## src/rtl/mrd_pkg.sv

```systemverilog
package mrd_pkg;

    localparam int HALF_W = 16;
    localparam int ADDR_W = 2 * HALF_W;
    localparam int LEN_W  = 3;

    typedef enum logic {
        PH_IDLE   = 1'b0,
        PH_SECOND = 1'b1
    } phase_e;

    // Fields latched during the first issue cycle.
    typedef struct packed {
        logic [HALF_W-1:0] upper;
        logic              write;
        logic              lock;
    } head_t;

    // Complete decoded request as held in the queue.
    typedef struct packed {
        logic [ADDR_W-1:0] addr;
        logic              write;
        logic              lock;
        logic [LEN_W-1:0]  len;
    } req_t;

    // Merge the first-cycle head with the pins seen in the second cycle.
    function automatic req_t build_req(
        input head_t             head,
        input logic [HALF_W-1:0] lower,
        input logic              len_hi,
        input logic              len_mid,
        input logic              len_lo
    );
        req_t r;
        r.addr  = {head.upper, lower};
        r.write = head.write;
        r.lock  = head.lock;
        r.len   = {len_hi, len_mid, len_lo};
        return r;
    endfunction

endpackage

```

## src/rtl/issue_tracker.sv

```systemverilog
module issue_tracker
    import mrd_pkg::*;
(
    input  logic              clk,
    input  logic              rst,
    input  logic              hold_granted,
    input  logic              start_n,
    input  logic              lock_len1,
    input  logic              dir_len0,
    input  logic [HALF_W-1:0] addr_half,
    output logic              push,
    output req_t              push_req
);

    phase_e phase_q;
    head_t  head_q;
    logic   start_seen;

    assign start_seen = (phase_q == PH_IDLE) && !start_n && !hold_granted;

    always_ff @(posedge clk) begin
        if (rst) begin
            phase_q <= PH_IDLE;
            head_q  <= '0;
        end else begin
            unique case (phase_q)
                PH_IDLE: begin
                    if (start_seen) begin
                        phase_q      <= PH_SECOND;
                        head_q.upper <= addr_half;
                        head_q.write <= dir_len0;
                        head_q.lock  <= lock_len1;
                    end
                end
                PH_SECOND: phase_q <= PH_IDLE;
                default:   phase_q <= PH_IDLE;
            endcase
        end
    end

    assign push     = (phase_q == PH_SECOND);
    assign push_req = build_req(head_q, addr_half, start_n, lock_len1, dir_len0);

    // a start opens the second phase and latches the upper half
    assert_start_opens_R2: assert property (@(posedge clk) disable iff (rst)
        ((phase_q == PH_IDLE) && !start_n && !hold_granted)
        |=> ((phase_q == PH_SECOND) && (head_q.upper == $past(addr_half))));

    // the second phase lasts exactly one cycle
    assert_second_once_R3: assert property (@(posedge clk) disable iff (rst)
        (phase_q == PH_SECOND) |=> (phase_q == PH_IDLE));

    // strobes under hold leave the tracker idle
    assert_hold_ignores_R5: assert property (@(posedge clk) disable iff (rst)
        ((phase_q == PH_IDLE) && hold_granted) |=> (phase_q == PH_IDLE));

endmodule

```

## src/rtl/req_fifo.sv

```systemverilog
module req_fifo
    import mrd_pkg::*;
#(
    parameter int DEPTH = 4
) (
    input  logic clk,
    input  logic rst,
    input  logic push,
    input  req_t push_req,
    input  logic pop_ready,
    output logic out_valid,
    output req_t out_req,
    output logic overflow
);

    localparam int PTR_W = (DEPTH > 1) ? $clog2(DEPTH) : 1;
    localparam int CNT_W = $clog2(DEPTH + 1);

    req_t             mem [DEPTH];
    logic [PTR_W-1:0] wr_ptr_q, rd_ptr_q;
    logic [CNT_W-1:0] count_q;
    logic             ovf_q;
    logic             full, do_push, do_pop;

    function automatic logic [PTR_W-1:0] ptr_next(input logic [PTR_W-1:0] p);
        return (p == PTR_W'(DEPTH - 1)) ? '0 : p + 1'b1;
    endfunction

    assign full      = (count_q == CNT_W'(DEPTH));
    assign out_valid = (count_q != '0);
    assign do_pop    = out_valid && pop_ready;
    assign do_push   = push && !full;
    assign out_req   = mem[rd_ptr_q];
    assign overflow  = ovf_q;

    always_ff @(posedge clk) begin
        if (do_push) mem[wr_ptr_q] <= push_req;
    end

    always_ff @(posedge clk) begin
        if (rst) begin
            wr_ptr_q <= '0;
            rd_ptr_q <= '0;
            count_q  <= '0;
            ovf_q    <= 1'b0;
        end else begin
            ovf_q <= push && full;
            if (do_push) wr_ptr_q <= ptr_next(wr_ptr_q);
            if (do_pop)  rd_ptr_q <= ptr_next(rd_ptr_q);
            unique case ({do_push, do_pop})
                2'b10:   count_q <= count_q + 1'b1;
                2'b01:   count_q <= count_q - 1'b1;
                default: count_q <= count_q;
            endcase
        end
    end

    // occupancy never passes the depth
    assert_count_bound_R6: assert property (@(posedge clk) disable iff (rst)
        count_q <= CNT_W'(DEPTH));

    // the error pulse follows only a push into a full queue
    assert_no_overflow_R7: assert property (@(posedge clk) disable iff (rst)
        ovf_q |-> $past(push && full));

    // a dropped request leaves the occupancy unchanged
    assert_drop_keeps_R7: assert property (@(posedge clk) disable iff (rst)
        (push && full && !do_pop) |=> (count_q == $past(count_q)));

    // a stalled head stays put
    assert_head_stable_R9: assert property (@(posedge clk) disable iff (rst)
        (out_valid && !pop_ready) |=> (out_valid && $stable(out_req)));

endmodule

```

## src/rtl/mux_req_decoder.sv

```systemverilog
module mux_req_decoder
    import mrd_pkg::*;
#(
    parameter int FIFO_DEPTH = 4
) (
    input  logic              clk,
    input  logic              rst,
    input  logic              hold_granted,
    input  logic              start_n,
    input  logic              lock_len1,
    input  logic              dir_len0,
    input  logic [HALF_W-1:0] addr_half,
    input  logic              out_ready,
    output logic              out_valid,
    output logic [ADDR_W-1:0] out_addr,
    output logic              out_write,
    output logic              out_lock,
    output logic [LEN_W-1:0]  out_len,
    output logic              overflow_err
);

    logic push;
    req_t push_req;
    req_t head_req;

    issue_tracker u_tracker (
        .clk          (clk),
        .rst          (rst),
        .hold_granted (hold_granted),
        .start_n      (start_n),
        .lock_len1    (lock_len1),
        .dir_len0     (dir_len0),
        .addr_half    (addr_half),
        .push         (push),
        .push_req     (push_req)
    );

    req_fifo #(.DEPTH(FIFO_DEPTH)) u_fifo (
        .clk       (clk),
        .rst       (rst),
        .push      (push),
        .push_req  (push_req),
        .pop_ready (out_ready),
        .out_valid (out_valid),
        .out_req   (head_req),
        .overflow  (overflow_err)
    );

    assign out_addr  = head_req.addr;
    assign out_write = head_req.write;
    assign out_lock  = head_req.lock;
    assign out_len   = head_req.len;

endmodule

```

## config.mk

```make
export PLATFORM = sky130hd
export DESIGN_NAME = mux_req_decoder
export DESIGN_NICKNAME = d
export VERILOG_FILES = /design/src/rtl/mrd_pkg.sv /design/src/rtl/issue_tracker.sv /design/src/rtl/req_fifo.sv /design/src/rtl/mux_req_decoder.sv
export SDC_FILE = /design/constraint.sdc
export NUM_CORES = 1
export LEC_CHECK = 0
export BUFFER_PORTS_ARGS = -buffer_cell sky130_fd_sc_hd__buf_2
export CAP_MARGIN = 20
export CORE_MARGIN = 3
export CORE_UTILIZATION = 47
export CTS_BUF_LIST = sky130_fd_sc_hd__clkbuf_2
export DETAILED_ROUTE_END_ITERATION = 12
export GPL_ROUTABILITY_DRIVEN = 0
export HOLD_SLACK_MARGIN = 0.03
export PLACE_DENSITY = 0.68
export SLEW_MARGIN = 20
export SYNTH_ARGS = -nofsm -noshare
export SYNTH_HDL_FRONTEND = slang
export SYNTH_SLANG_ARGS = --single-unit
```

## constraint.sdc

```tcl
create_clock -name clk -period 4.05 [get_ports clk]
set_input_delay 0.81 -clock clk [delete_from_list [all_inputs] [get_ports clk]]
set_output_delay 0.81 -clock clk [all_outputs]
set_load 0.02 [all_outputs]
```

==> impl_metrics.yaml <==
outcome:
  status: "complete, no violations"
critical_path:
  critical_path.max_fanout: 37
  criticalPathCategory: "reg2out"
  crit_required_ns: 3.24
  slowest_delay_ns: 1.08
  crit_slowest_cell: "dfxtp_2"
  start_kind: "register"
  path_cells: "mux4_2 > buf_2"
  cp-end-kind: "output port"
  worstPathArrival_ns: 2.40
route:
  drt_iter0_markers: 199
  first_pass_iters: 4
  vias: 3066
  wl_um: 11190
  viasPerCell: 5.241
  drtAntennaViolNets: 0
  wl_per_cell_um: 19.12
  drc_errors: 0
clocking:
  clk_latency_ns: 0.69
  numCtsBuffers: 17
  cts_root_buffer: "clkbuf_2"
  cts_sinks: 177
  clockBufferDepth: 2
  clkSlewWorstSetupHoldPaths_ns: 0.22
  cts_max_level: 4
  cts-resized-gates: 0
  ctsHoldBuffers: 0
  cts_tree: "built"
  post_cts_buffers: 0
global_route:
  grt_usage_pct: 15.68
  grt_pass1_vias: 3175
  antenna_found_initial: 1
  grt_pass1_wl_um: 17390
  gr-total-overflow: 0
  grt_max_degree: 38
timing:
  max_freq_ghz: 0.3117
  slew_headroom_pct: 28.89
  fin_skew_ns: 0.02142
  finalHoldViolations: 0
  worstMarginPinSlew_ns: 1.067
  setup_viol: 0
  fin_ws_ns: 0.8414
  slew_viol_final: 0
  rsz0062_at_grt: "false"
  period_share_pct: 79.23
  final.min_clock_period_ns: 3.209
  tns_ns: 0
power_and_ir_drop:
  p_per_area_nw_per_um2: 471.0
  max-vdd-ir-drop_mv: 0.2726
  p_leak_uw: 0.002395
die:
  rows: 42
  fp.dieArea_um2: 15350
  die_width_um: 123.9
  coreArea_um2: 13400
  ios: 62
  die_h_um: 123.9
  initial_core_util_pct: 48.75
yosys:
  syn_nets: 358
  synth-xor-area-share_pct: 0.2681
  synth_top_family_by_area: "multiplexers"
  syn_avg_cell_area_um2: 19.92
  synth_mux_area_share_pct: 13.06
  synth_compound_area_share_pct: 1.992
  ys_seq_area_share_pct: 76.92
  synth_ff_type: "edfxtp_1"
  synthSimpleGateAreaFrac_pct: 4.271
  async_reset_ff_share_pct: 0
  synth-seq-cells: 177
  yosysTopAreaCellShare_pct: 68.03
  yosys.area.top_type: "edfxtp_1"
  synth_edf_count: 148
  netlist_area_um2: 6533
  synth_area_leaders: "edfxtp_1 68%, mux4_2 13%, dfxtp_1 8.9%"
  syn-instance-count: 328
  synthAdderAreaFrac_pct: 1.456
  synth_cell_types: 30
  yosysWarnings: 0
placed_design:
  post-place-ws_ns: 1.549
  portBuffers: 61
  dp_hpwl_um: 6272
layout:
  drive_gt1_share_pct: 33.58
  synthToLayoutAreaGrowth_pct: 10.06
  final_nets: 425
flow_run:
  drv_cap: 0
hold_path:
  hp-class: "in2reg"
layout by cell type (no fill, tap or decap), drive strengths merged:
master,netlist,routed
dfxtp,29,29
nand2b,2,2
and2,1,1
nor3b,1,1
fa,1,1
or3,4,4
and3,4,4
mux2i,2,2
nor2,5,5
o31ai,2,2
nand2,37,37
clkbuf,3,18
clkinvlp,0,3
inv,7,7
bufinv,0,2
nand3,1,1
xor2,2,2
diode,0,1
mux4,37,37
edfxtp,148,148
nor3,2,2
or3b,1,1
a21oi,21,21
ha,6,6
clkinv,0,9
buf,11,62
o21ai,1,1
sequential cells by signal, indices dropped and copies added (netlist names), named ones only:
signal and flops:
u_tracker.push 1, u_fifo.count_q 3, u_fifo.mem 148, u_fifo.rd_ptr_q 2
u_fifo.overflow 1, u_tracker.push_req 18, u_fifo.wr_ptr_q 2
final cells by class:
class                           instances  area [um^2]
Timing Repair Buffer                   62        325.3
Sequential cell                       177         5027
Multi-Input combinational cell        130         1375
Clock buffer                           18        90.09
Inverter                                7        26.28
Antenna cell                            1        2.502
Tap cell                              176        220.2
Clock inverter                         14        122.6
Fill cell                            1082         6211
logic make-up after synthesis:
logic type | Yosys count
fa+ha+maj | 7
compound gates | 24
flops | 177
xor+xnor | 2
mux | 39
buf+inv | 21
simple gates | 58
cells in the mapped netlist, types with 2 or more instances:
master / number
a21oi_1: 21
clkbuf_1: 2
nor2_1: 5
buf_6: 4
edfxtp_1: 148
nand2b_1: 2
dfxtp_1: 29
buf_2: 3
ha_1: 6
mux2i_1: 2
xor2_1: 2
buf_4: 2
inv_1: 7
mux4_2: 37
and3_2: 4
or3_1: 4
nand2_1: 37
metrics by stage:
stage / utilization, % / power, uW / std cells / area (um^2) / hold WS (ns)
5_1_grt: 53.65 / 3541 / 585 / 7189 / 0.2081
3_5_place_dp: 52.04 / 2623 / 552 / 6974 / 0.4836
3_3_place_gp: 52.04 / 2615 / 552 / 6974 / 0.4728
2_1_floorplan: - / 2477 / 328 / 6533 / 0.4600
6_report: 53.65 / 3387 / 585 / 7189 / 0.3324
4_1_cts: 53.63 / 3430 / 584 / 7187 / 0.2402
final timing paths:
path | start | to | slack, ns | cells after the start
worst max-delay path | register | out_lock | 0.84 | 2
worst min-delay path | addr_half[7] | u_fifo.mem[2][12] | 0.33 | 1
worst max register to register | u_fifo.count_q[2] | u_fifo.count_q[2] | 1.67 | 9
worst min register to register | u_tracker.push_req[28] | u_tracker.push_req[28] | 0.51 | 2
critical path: cells and delay by family, from the launching register on:
| family | cells | cell delay, ns |
|---|---|---|
| flip-flops | 1 | 1.08 |
| buffers and inverters | 1 | 0.18 |
| multiplexers | 1 | 0.44 |
metal layers:
metal / routed length [um] / track usage [%] / vias to the layer above / part of all wire [%]
met1: 4980 / 20.61 / 1570 / 45
met3: 460 / 3.951 / 9 / 4.1
li1: - / - / 1426 / -
met5: 0 / 0 / - / 0
met2: 5609 / 25.28 / 61 / 50
met4: 135 / 6.366 / 0 / 1.2
where the power goes:
| part | internal, uW | total [uW] | switching [uW] | leakage (uW) |
|---|---|---|---|---|
| clock network | 270 | 815 | 545 | 0.000129 |
| registers | 2010 | 2060 | 53.1 | 0.00160 |
| logic | 234 | 508 | 274 | 0.000670 |
| total | 2510 | 3390 | 872 | 0.00239 |
(Power assumes the default switching activity.)
